$ cat config.mk
export PLATFORM = sky130hd
export DESIGN_NAME = sync_burst_sram
export DESIGN_NICKNAME = d
export VERILOG_FILES = /design/src/rtl/sbs_pkg.sv /design/src/rtl/sbs_burst_gen.sv /design/src/rtl/sbs_lane_mask.sv /design/src/rtl/sbs_out_stage.sv /design/src/rtl/sync_burst_sram.sv
export SDC_FILE = /design/constraint.sdc
export NUM_CORES = 2
export LEC_CHECK = 0
export BUFFER_PORTS_ARGS = -buffer_cell sky130_fd_sc_hd__buf_2
export CORE_ASPECT_RATIO = 1.75
export CORE_MARGIN = 5
export CORE_UTILIZATION = 40
export DETAILED_ROUTE_END_ITERATION = 8
export PLACE_DENSITY = 0.6
export REMOVE_ABC_BUFFERS = 1
export SYNTH_ARGS = -nofsm -noshare
export SYNTH_HDL_FRONTEND = slang
export SYNTH_SLANG_ARGS = --single-unit
$ cat constraint.sdc
create_clock -name clk -period 6.15 [get_ports clk]
set_input_delay 0 -clock clk [delete_from_list [all_inputs] [get_ports clk]]
set_output_delay 0 -clock clk [all_outputs]
set_load 0.01 [all_outputs]
$ cat src/rtl/sbs_pkg.sv
`timescale 1ns/1ps
package sbs_pkg;

   // kind of array access selected for the current edge
   typedef enum logic [1:0] {
      ACC_NONE = 2'd0,
      ACC_LOAD = 2'd1,
      ACC_NEXT = 2'd2,
      ACC_HOLD = 2'd3
   } acc_kind_e;

endpackage

$ cat src/rtl/sbs_burst_gen.sv
`timescale 1ns/1ps
module sbs_burst_gen
   import sbs_pkg::*;
#(
   parameter int ADDR_W  = 6,
   parameter int BURST_W = 2
) (
   input  logic              clk,
   input  logic              rst_n,
   input  logic              sleep,
   input  logic              ce_n,
   input  logic              ce,
   input  logic              start_a_n,
   input  logic              start_b_n,
   input  logic              step_n,
   input  logic              linear_n,
   input  logic [ADDR_W-1:0] addr,
   output logic [ADDR_W-1:0] acc_addr,
   output logic              access
);

   localparam int HI_W = ADDR_W - BURST_W;

   if (BURST_W < 1 || BURST_W >= ADDR_W) begin : g_bad_burst
      $error("sbs_burst_gen: BURST_W must be between 1 and ADDR_W-1");
   end

   logic               active_q;
   logic [ADDR_W-1:0]  base_q;
   logic [BURST_W-1:0] cnt_q;
   logic [BURST_W-1:0] cnt_d;
   logic [ADDR_W-1:0]  base_eff;
   logic [BURST_W-1:0] low_lin;
   logic [BURST_W-1:0] low_ilv;
   logic               strobe;
   logic               chosen;
   acc_kind_e          kind;

   always_comb begin
      strobe = !start_a_n || !start_b_n;
      chosen = !ce_n && ce;
      kind   = ACC_NONE;
      if (sleep) begin
         kind = ACC_NONE;
      end else if (strobe) begin
         kind = chosen ? ACC_LOAD : ACC_NONE;
      end else if (active_q) begin
         kind = step_n ? ACC_HOLD : ACC_NEXT;
      end
   end

   always_comb begin
      unique case (kind)
         ACC_LOAD: cnt_d = '0;
         ACC_NEXT: cnt_d = cnt_q + 1'b1;
         default:  cnt_d = cnt_q;
      endcase
      base_eff = (kind == ACC_LOAD) ? addr : base_q;
      low_lin  = base_eff[BURST_W-1:0] + cnt_d;
      low_ilv  = base_eff[BURST_W-1:0] ^ cnt_d;
      acc_addr = {base_eff[ADDR_W-1:BURST_W], (linear_n ? low_ilv : low_lin)};
      access   = (kind != ACC_NONE);
   end

   always_ff @(posedge clk or negedge rst_n) begin
      if (!rst_n) begin
         active_q <= 1'b0;
         base_q   <= '0;
         cnt_q    <= '0;
      end else begin
         cnt_q <= cnt_d;
         if (kind == ACC_LOAD) begin
            base_q <= addr;
         end
         if (sleep) begin
            active_q <= 1'b0;
         end else if (strobe) begin
            active_q <= chosen;
         end
      end
   end

   logic [HI_W-1:0] unused_hi;
   assign unused_hi = base_q[ADDR_W-1:BURST_W];

   // each advance moves the beat counter on by exactly one
   p_step_one_r3: assert property (@(posedge clk) disable iff (!rst_n)
      (kind == ACC_NEXT) |=> (cnt_q == $past(cnt_q) + 1'b1));

   // a hold cycle keeps the beat counter where it was
   p_hold_beat_r12: assert property (@(posedge clk) disable iff (!rst_n)
      (kind == ACC_HOLD) |=> $stable(cnt_q));

   // a strobe without both enables ends the burst
   p_desel_ends_r7: assert property (@(posedge clk) disable iff (!rst_n)
      (strobe && !chosen && !sleep) |=> !active_q);

endmodule

$ cat src/rtl/sbs_lane_mask.sv
`timescale 1ns/1ps
module sbs_lane_mask #(
   parameter int LANES = 4
) (
   input  logic             access,
   input  logic             wr_all_n,
   input  logic             wr_en_n,
   input  logic [LANES-1:0] lane_wr_n,
   output logic             is_write,
   output logic [LANES-1:0] lane_we
);

   if (LANES < 1) begin : g_bad_lanes
      $error("sbs_lane_mask: LANES must be at least 1");
   end

   logic glob;
   logic part;

   assign glob     = !wr_all_n;
   assign part     = !wr_en_n;
   assign is_write = access && (glob || part);

   for (genvar i = 0; i < LANES; i++) begin : g_lane
      assign lane_we[i] = access && (glob || (part && !lane_wr_n[i]));
   end

endmodule

$ cat src/rtl/sbs_out_stage.sv
`timescale 1ns/1ps
module sbs_out_stage #(
   parameter int DATA_W = 36
) (
   input  logic              clk,
   input  logic              rst_n,
   input  logic              sleep,
   input  logic              pipe_mode,
   input  logic              oe_n,
   input  logic              rd_go,
   input  logic [DATA_W-1:0] rd_word,
   output logic [DATA_W-1:0] dout,
   output logic              dout_en
);

   if (DATA_W < 1) begin : g_bad_width
      $error("sbs_out_stage: DATA_W must be at least 1");
   end

   logic              en1_q;
   logic              en2_q;
   logic [DATA_W-1:0] dq_q;
   logic              drive_raw;

   always_ff @(posedge clk or negedge rst_n) begin
      if (!rst_n) begin
         en1_q <= 1'b0;
         en2_q <= 1'b0;
         dq_q  <= '0;
      end else if (sleep) begin
         en1_q <= 1'b0;
         en2_q <= 1'b0;
      end else begin
         en1_q <= rd_go;
         en2_q <= en1_q;
         if (en1_q) begin
            dq_q <= rd_word;
         end
      end
   end

   always_comb begin
      drive_raw = pipe_mode ? en2_q : (en1_q || en2_q);
      dout      = pipe_mode ? dq_q : rd_word;
      dout_en   = drive_raw && !oe_n && !sleep;
   end

   // the drive outlives the last read by one edge
   p_dcd_hold_r8: assert property (@(posedge clk) disable iff (!rst_n)
      ($fell(en1_q) && !$past(sleep)) |-> drive_raw);

   // two edges without a read leave the drive off
   p_dcd_off_r8: assert property (@(posedge clk) disable iff (!rst_n)
      (!$past(en1_q) && !en1_q) |-> !drive_raw);

   // an edge seen while asleep clears both drive stages
   p_sleep_clear_r10: assert property (@(posedge clk) disable iff (!rst_n)
      sleep |=> (!en1_q && !en2_q));

endmodule

$ cat src/rtl/sync_burst_sram.sv
`timescale 1ns/1ps
module sync_burst_sram #(
   parameter int ADDR_W  = 6,
   parameter int LANES   = 4,
   parameter int LANE_W  = 9,
   parameter int BURST_W = 2
) (
   input  logic                      clk,
   input  logic                      rst_n,
   input  logic [ADDR_W-1:0]         addr,
   input  logic                      ce_n,
   input  logic                      ce,
   input  logic                      start_a_n,
   input  logic                      start_b_n,
   input  logic                      step_n,
   input  logic                      wr_all_n,
   input  logic                      wr_en_n,
   input  logic [LANES-1:0]          lane_wr_n,
   input  logic [LANES*LANE_W-1:0]   din,
   input  logic                      oe_n,
   input  logic                      sleep,
   input  logic                      pipe_mode,
   input  logic                      linear_n,
   output logic [LANES*LANE_W-1:0]   dout,
   output logic                      dout_en
);

   localparam int DEPTH  = 1 << ADDR_W;
   localparam int DATA_W = LANES * LANE_W;

   if (ADDR_W < 2 || ADDR_W > 12) begin : g_bad_depth
      $error("sync_burst_sram: ADDR_W must be between 2 and 12");
   end
   if (LANE_W < 1) begin : g_bad_lane_w
      $error("sync_burst_sram: LANE_W must be at least 1");
   end

   logic [ADDR_W-1:0] acc_addr;
   logic              access;
   logic              is_write;
   logic [LANES-1:0]  lane_we;
   logic              rd_go;
   logic [ADDR_W-1:0] rd_addr_q;
   logic [DATA_W-1:0] rd_word;

   sbs_burst_gen #(
      .ADDR_W (ADDR_W),
      .BURST_W(BURST_W)
   ) u_burst (
      .clk      (clk),
      .rst_n    (rst_n),
      .sleep    (sleep),
      .ce_n     (ce_n),
      .ce       (ce),
      .start_a_n(start_a_n),
      .start_b_n(start_b_n),
      .step_n   (step_n),
      .linear_n (linear_n),
      .addr     (addr),
      .acc_addr (acc_addr),
      .access   (access)
   );

   sbs_lane_mask #(
      .LANES(LANES)
   ) u_mask (
      .access   (access),
      .wr_all_n (wr_all_n),
      .wr_en_n  (wr_en_n),
      .lane_wr_n(lane_wr_n),
      .is_write (is_write),
      .lane_we  (lane_we)
   );

   assign rd_go = access && !is_write;

   always_ff @(posedge clk or negedge rst_n) begin
      if (!rst_n) begin
         rd_addr_q <= '0;
      end else if (!sleep && rd_go) begin
         rd_addr_q <= acc_addr;
      end
   end

   for (genvar i = 0; i < LANES; i++) begin : g_bank
      logic [LANE_W-1:0] bank [DEPTH];

      always_ff @(posedge clk) begin
         if (lane_we[i]) begin
            bank[acc_addr] <= din[i*LANE_W +: LANE_W];
         end
      end

      assign rd_word[i*LANE_W +: LANE_W] = bank[rd_addr_q];

      // a lane write lands at the beat address
      p_lane_store_r6: assert property (@(posedge clk) disable iff (!rst_n)
         lane_we[i] |=> (bank[$past(acc_addr)] == $past(din[i*LANE_W +: LANE_W])));

      // global write reaches this lane whatever its select says
      p_global_store_r5: assert property (@(posedge clk) disable iff (!rst_n)
         (access && !wr_all_n) |=> (bank[$past(acc_addr)] == $past(din[i*LANE_W +: LANE_W])));
   end

   sbs_out_stage #(
      .DATA_W(DATA_W)
   ) u_out (
      .clk      (clk),
      .rst_n    (rst_n),
      .sleep    (sleep),
      .pipe_mode(pipe_mode),
      .oe_n     (oe_n),
      .rd_go    (rd_go),
      .rd_word  (rd_word),
      .dout     (dout),
      .dout_en  (dout_en)
   );

   // no array access is taken while asleep
   p_sleep_no_access_r10: assert property (@(posedge clk) disable iff (!rst_n)
      sleep |-> (lane_we == '0));

endmodule

After elaboration in Yosys (flattened, before gate mapping)

Memories as Yosys holds them, arrays and structs flattened.
Index checks and enable logic that the tools add are counted.

Register bits: 53
Input port bits: 59
Memories kept: 4
Memory bits (writable): 2304
Logic and storage cells: 75
Output and inout port bits: 37

Reduce and logical (&&, ||, !) cells: 36
Bitwise gates (word level): 2
Add/subtract/negate cells: 2
Equal/unequal tests: 2
Muxes and demuxes: 22

Memory list:

| memory         | depth | width | rd ports | clocked after Yosys merged registers in | write ports | RTL line              | text |
|---|---|---|---|---|---|---|---|
| g_bank[0].bank | 64    | 9     | 1        | 0                                       | 1           | sync_burst_sram.sv:86 | `logic [LANE_W-1:0] bank [DEPTH];` |
| g_bank[1].bank | 64    | 9     | 1        | 0                                       | 1           | sync_burst_sram.sv:86 |  |
| g_bank[2].bank | 64    | 9     | 1        | 0                                       | 1           | sync_burst_sram.sv:86 |  |
| g_bank[3].bank | 64    | 9     | 1        | 0                                       | 1           | sync_burst_sram.sv:86 |  |

Operator list:

| cell                                                                  | number |
|---|---|
| 36-bit 2-to-1 mux                                                     | 1 |
| 1-bit 2-to-1 mux                                                      | 15 |
| 1-bit logical AND                                                     | 14 |
| 1-bit logical NOT                                                     | 12 |
| 2-bit 2-to-1 mux                                                      | 4 |
| 1-bit logical OR                                                      | 7 |
| 6-bit 2-to-1 mux                                                      | 1 |
| 2-bit one-hot mux with 2 select lines                                 | 1 |
| 2-bit nonzero test                                                    | 2 |
| 2-bit by 1-bit adder with 2-bit output, second input constant         | 1 |
| 2-bit adder                                                           | 1 |
| 2-bit by 1-bit equality test with 1-bit output, second input constant | 1 |
| 2-bit equality test, second input constant                            | 1 |
| 2-bit AND reduction                                                   | 1 |
| 2-bit bitwise XOR                                                     | 1 |
| 1-bit inverter                                                        | 1 |

Depth between registers and ports, before layout

Depth after elaboration: 10
Gate-level depth with buffers: 14
Depth with buffers taken out: 13

Cells and area by module

A second synthesis with hierarchy kept.

Cells, all modules: 4174
Area total of the unflattened synthesis: 91808.1 um^2

By module, submodules not included:

| module          | times used | seq. area each (um^2) | area each (um^2) | cells each |
|---|---|---|---|---|
| sync_burst_sram | 1          | 69336.5               | 89224.3          | 3997 |
| sbs_out_stage   | 1          | 950.9                 | 2013.2           | 124 |
| sbs_burst_gen   | 1          | 225.2                 | 518.0            | 44 |
| sbs_lane_mask   | 1          | 0.0                   | 52.6             | 9 |

Worst setup path before layout

Ideal clock, no wire load.

Kind: register to register
From: register u_burst.active_q
To: memory g_bank[2].bank[11][0] (enable)
Buffers on the path: 2
Stages on the path, launching flop included: 13
Clock period less this slack: 3308 ps
Arrival time: 2934 ps
Setup slack: 2842 ps
Data required time: 5776 ps
Cell sequence: dfrtp_1 > nand4_1 > a21oi_1 > ha_1 > clkbuf_1 > mux2_2 > ha_1 > nand2b_1 > xnor2_1 > xor2_1 > nand3_1 > clkbuf_1 > nor2_1

Word-level cells in the longest chain between the ends: 7
Elaborated cells between the ends (all ways): 14

RTL lines:

| what                                                    | RTL line                                 | text |
|---|---|---|
| start: declaration                                      | sbs_burst_gen.sv:28                      | `logic active_q;` |
| start signal: assignment                                | sbs_burst_gen.sv:78                      | `active_q <= chosen;` |
| 2-bit 2-to-1 mux *                                      | sbs_burst_gen.sv:47                      | `end else if (active_q) begin` |
| 2-bit 2-to-1 mux *                                      | sbs_burst_gen.sv:45                      | `end else if (strobe) begin` |
| 2-bit 2-to-1 mux *                                      | sbs_burst_gen.sv:43                      | `if (sleep) begin` |
| 2-bit by 1-bit equality test with 1-bit output *        | sbs_burst_gen.sv:58                      | `base_eff = (kind == ACC_LOAD) ? addr : base_q;` |
| 6-bit 2-to-1 mux *                                      | sbs_burst_gen.sv:58                      |  |
| net u_burst.base_eff[0]                                 | sbs_burst_gen.sv:32                      | `logic [ADDR_W-1:0] base_eff;` |
| 2-bit adder / 2-bit bitwise XOR (equally long branches) | sbs_burst_gen.sv:59, sbs_burst_gen.sv:60 |  |
| 2-bit 2-to-1 mux *                                      | sbs_burst_gen.sv:61                      | `acc_addr = {base_eff[ADDR_W-1:BURST_W], (linear_n ? low_ilv : low_lin)};` |
| end: declaration                                        | sync_burst_sram.sv:86                    |  |

The timed path passes the listed nets; every way through them passes the cells marked *.

Worst setup path in the final report

From: register u_burst.active_q
To: memory g_bank[1].bank[37][5] (enable)

Word-level cells in the longest chain between the ends: 7
Elaborated cells between the ends (all ways): 14

RTL lines:

| what                                                                                         | RTL line                                 | text |
|---|---|---|
| 2-bit 2-to-1 mux *                                                                           | sbs_burst_gen.sv:47                      |  |
| 2-bit 2-to-1 mux *                                                                           | sbs_burst_gen.sv:45                      |  |
| 2-bit 2-to-1 mux *                                                                           | sbs_burst_gen.sv:43                      |  |
| 2-bit equality test / 2-bit by 1-bit equality test with 1-bit output (equally long branches) | sbs_burst_gen.sv:53                      | `unique case (kind)` |
| 2-bit one-hot mux with 2 select lines *                                                      | sbs_burst_gen.sv:53                      |  |
| net u_burst.cnt_d[0]                                                                         | sbs_burst_gen.sv:31                      | `logic [BURST_W-1:0] cnt_d;` |
| 2-bit adder / 2-bit bitwise XOR (equally long branches)                                      | sbs_burst_gen.sv:59, sbs_burst_gen.sv:60 |  |
| 2-bit 2-to-1 mux *                                                                           | sbs_burst_gen.sv:61                      |  |
| end: declaration                                                                             | sync_burst_sram.sv:86                    |  |

Marks and branches as above.

==> impl_metrics.json <==
{
  "port_buffers": 95,
  "fillCellCount": 19300,
  "endpoint_kind": "flop",
  "design_area_um2": 103000,
  "yosys.area.top_type": "edfxtp_1",
  "rsz0062_at_grt": "false",
  "routabilityCongestion": 0.854,
  "crit_path_cell_trace": "nand3_1 > dlygate4sd3_1 > or2_2 > ha_1 > dlygate4sd3_1 > nand2_1 > o21ai_0 > ha_1 > nand2b_1 > xnor2_1 > xnor2_1 > nand3_2 > buf_4 > nor2_1",
  "critPathSlowestCell": "nand3_2",
  "numPlacedInstances": 7700,
  "finalCritPeriodShare": 0.943,
  "synth_mux_area_frac": 0.139,
  "synth_top_family_by_area": "multiplexers",
  "p_per_area_nw_per_um2": 372,
  "hold_violations": 0,
  "yosys_warnings": 0,
  "pre_cts_slack_ns": 1.22,
  "numCtsBuffers": 202,
  "synth_flop_cell": "edfxtp_1",
  "dieHeight_um": 643,
  "tritoncts": "built",
  "fin_skew_ns": 0.0405,
  "io_pins": 96,
  "syn_area_um2": 91600,
  "grt_first_pass_wirelength_um": 361000,
  "hpwl_um": 166000,
  "drt_iter0_drc": 4848,
  "seq_area_um2": 70500,
  "period_minus_slack_ns": 5.80,
  "detail_route.wl_per_cell_um": 31.8,
  "status": "completed",
  "synth-xor-area-share": 0.000287,
  "maxSlewViolCount": 0,
  "p_leak_nw": 31.6,
  "die_x_um": 372,
  "drc_errors": 0,
  "placed_area_um2": 95600,
  "synthSimpleGateAreaFrac": 0.0272,
  "cts_max_level": 4,
  "critPathRequiredTime_ns": 6.61,
  "syn-mean-instance-area_um2": 19.3,
  "clkTransAtPathRegs_ns": 0.06,
  "die_area_um2": 239000,
  "initial_core_util": 0.402,
  "cts_buffer_depth": 4,
  "setup_ws_ns": 0.351,
  "grt_max_degree": 106,
  "synth_edf_count": 2304,
  "ctsResizeCount": 0,
  "clock-root-buffer": "clkbuf_16",
  "avgViaCountPerCell": 5.70,
  "rows": 232,
  "crit_fanout": 18,
  "synth_cell_types": 63,
  "fin_nets": 4982,
  "critPathLaunchType": "flop",
  "instances_no_fill": 8121,
  "synthArstFlopShare": 0.0225,
  "hp-class": "input pin to flop",
  "maxCapViolations": 0,
  "synth_area_leaders": "edfxtp_1, mux4_2, mux2i_1",
  "ir_worst_vdd_mv": 0.218,
  "synthesis.instances": 4751,
  "area_delta_synth_final_pct": 12.2,
  "wirelength_um": 259000,
  "multi_input_area_um2": 19800,
  "synthAdderAreaFrac": 0.000546,
  "cts_hold_buffers": 57,
  "overflow": 0,
  "synth_compound_area_frac": 0.0473,
  "final_cell_mix": "edfxtp_1, mux2i_1, mux4_2",
  "ant_nets": 0,
  "yosysSeqAreaShare": 0.770,
  "slew_headroom": 0.0859,
  "synth_seq_cells": 2357,
  "worstSkewPairLatency_ns": 0.84,
  "antenna_found_initial": 7,
  "crit_type": "flop to flop",
  "setup_viol": 0,
  "max_freq_mhz": 172,
  "final_layout_size_suffix_gt1_frac": 0.167,
  "grt_usage": 0.213,
  "vias": 46300,
  "cts_setup_buffers": 0,
  "max_stage_delay_ns": 0.86,
  "grt_pass1_vias": 48200,
  "clock-sinks": 2357,
  "synth.top_cell.area_share": 0.755,
  "tightest_slew_ns": 1.37,
  "firstDrtPassIters": 7,
  "critPathArrivalTime_ns": 6.26,
  "core_region_area_um2": 228000,
  "final_common_cell": "edfxtp_1"
}
==> critical path, delay by kind of cell (launching register included) <==
| kind | cells | cell delay, ns |
|---|---|---|
| simple gates | 6 | 2.07 |
| buf+inv | 3 | 1.71 |
| xor+xnor | 2 | 0.62 |
| fa+ha+maj | 2 | 0.53 |
| flops | 1 | 0.36 |
| compound gates | 1 | 0.11 |
==> through the flow <==
stage | hold WS, ns | TNS (ns) | total power [mW] | utilization
floorplan | -0.296 | -1538.29 | 24.2 | -
global placement | -0.0418 | 0 | 25.6 | 0.419
detailed placement | -0.0396 | 0 | 25.7 | 0.419
CTS | 0.00372 | 0 | 38.4 | 0.450
global route | 0.0970 | 0 | 39.3 | 0.451
finish | 0.0308 | 0 | 38.2 | 0.451
==> cells by family after synthesis <==
kind of cell	count (synthesis)
adder cells (fa/ha/maj)	4
flip-flops	2357
XOR/XNOR	3
buffers and inverters	296
AND/OR/NAND/NOR	574
multiplexers	914
AO/OA/AOI/OAI	603
==> final timing paths <==
kind / from / slack (ns) / end / cells past startpoint
worst max-delay path: u_burst.active_q$_DFFE_PN0P_ / 0.35 / g_bank[1].bank[37][5]$_DFFE_PP_ / 14
worst min-delay path: step_n / 0.03 / u_burst.cnt_q[0]$_DFF_PN0_ / 7
worst max register to register: u_burst.active_q$_DFFE_PN0P_ / 0.35 / g_bank[1].bank[37][5]$_DFFE_PP_ / 14
worst min register to register: u_out.dq_q[34]$_DFFE_PN0P_ / 0.48 / u_out.dq_q[34]$_DFFE_PN0P_ / 2
max in group asynchronous: rst_n / 5.01 / rd_addr_q[0]$_DFFE_PN0P_ / 4
min in group asynchronous: rst_n / 0.26 / u_out.dq_q[29]$_DFFE_PN0P_ / 4
==> power by group <==
part,internal (mW),switching (mW)
Combinational,2.53,4.85
Clock,7.16,5.68
Sequential,17.7,0.228
Total,27.4,10.8
==> sequential cells by signal, indices dropped and copies added (netlist names) <==
name / flops
u_burst.cnt_q: 2
g_bank.bank: 2304
u_out.dq_q: 36
u_out.en2_q: 1
rd_addr_q: 6
u_burst.base_q: 6
u_burst.active_q: 1
u_out.en1_q: 1
==> cell type report <==
type | count | share of cell area
antenna | 4 | 0.0000974
multi-input combinational | 2098 | 0.193
tap | 3042 | 0.0370
timing repair buffer | 249 | 0.0196
clock buffer | 240 | 0.0519
sequential | 2357 | 0.686
inverter | 11 | 0.000402
clock inverter | 120 | 0.0119
==> layer usage <==
| layer | up-vias | wire length (um) | global-route usage |
|---|---|---|---|
| li1 | 19700 | - | - |
| met1 | 24100 | 89700 | 0.241 |
| met2 | 1839 | 135000 | 0.380 |
| met3 | 581 | 14400 | 0.0287 |
| met4 | 0 | 19500 | 0.131 |
| met5 | - | 0 | 0 |
==> cells in the mapped netlist (44+ instances only) <==
cell      number
clkbuf_1     125
a22oi_1      246
edfxtp_1    2304
dfrtp_1       53
o21ai_0       65
a21oi_1       50
nor2_1       280
o22ai_1       49
nand3_1       84
buf_2        101
mux2i_1      598
mux4_2       283
nand2_1      147
a211oi_1      44
Power figures use the tool's default switching activity.
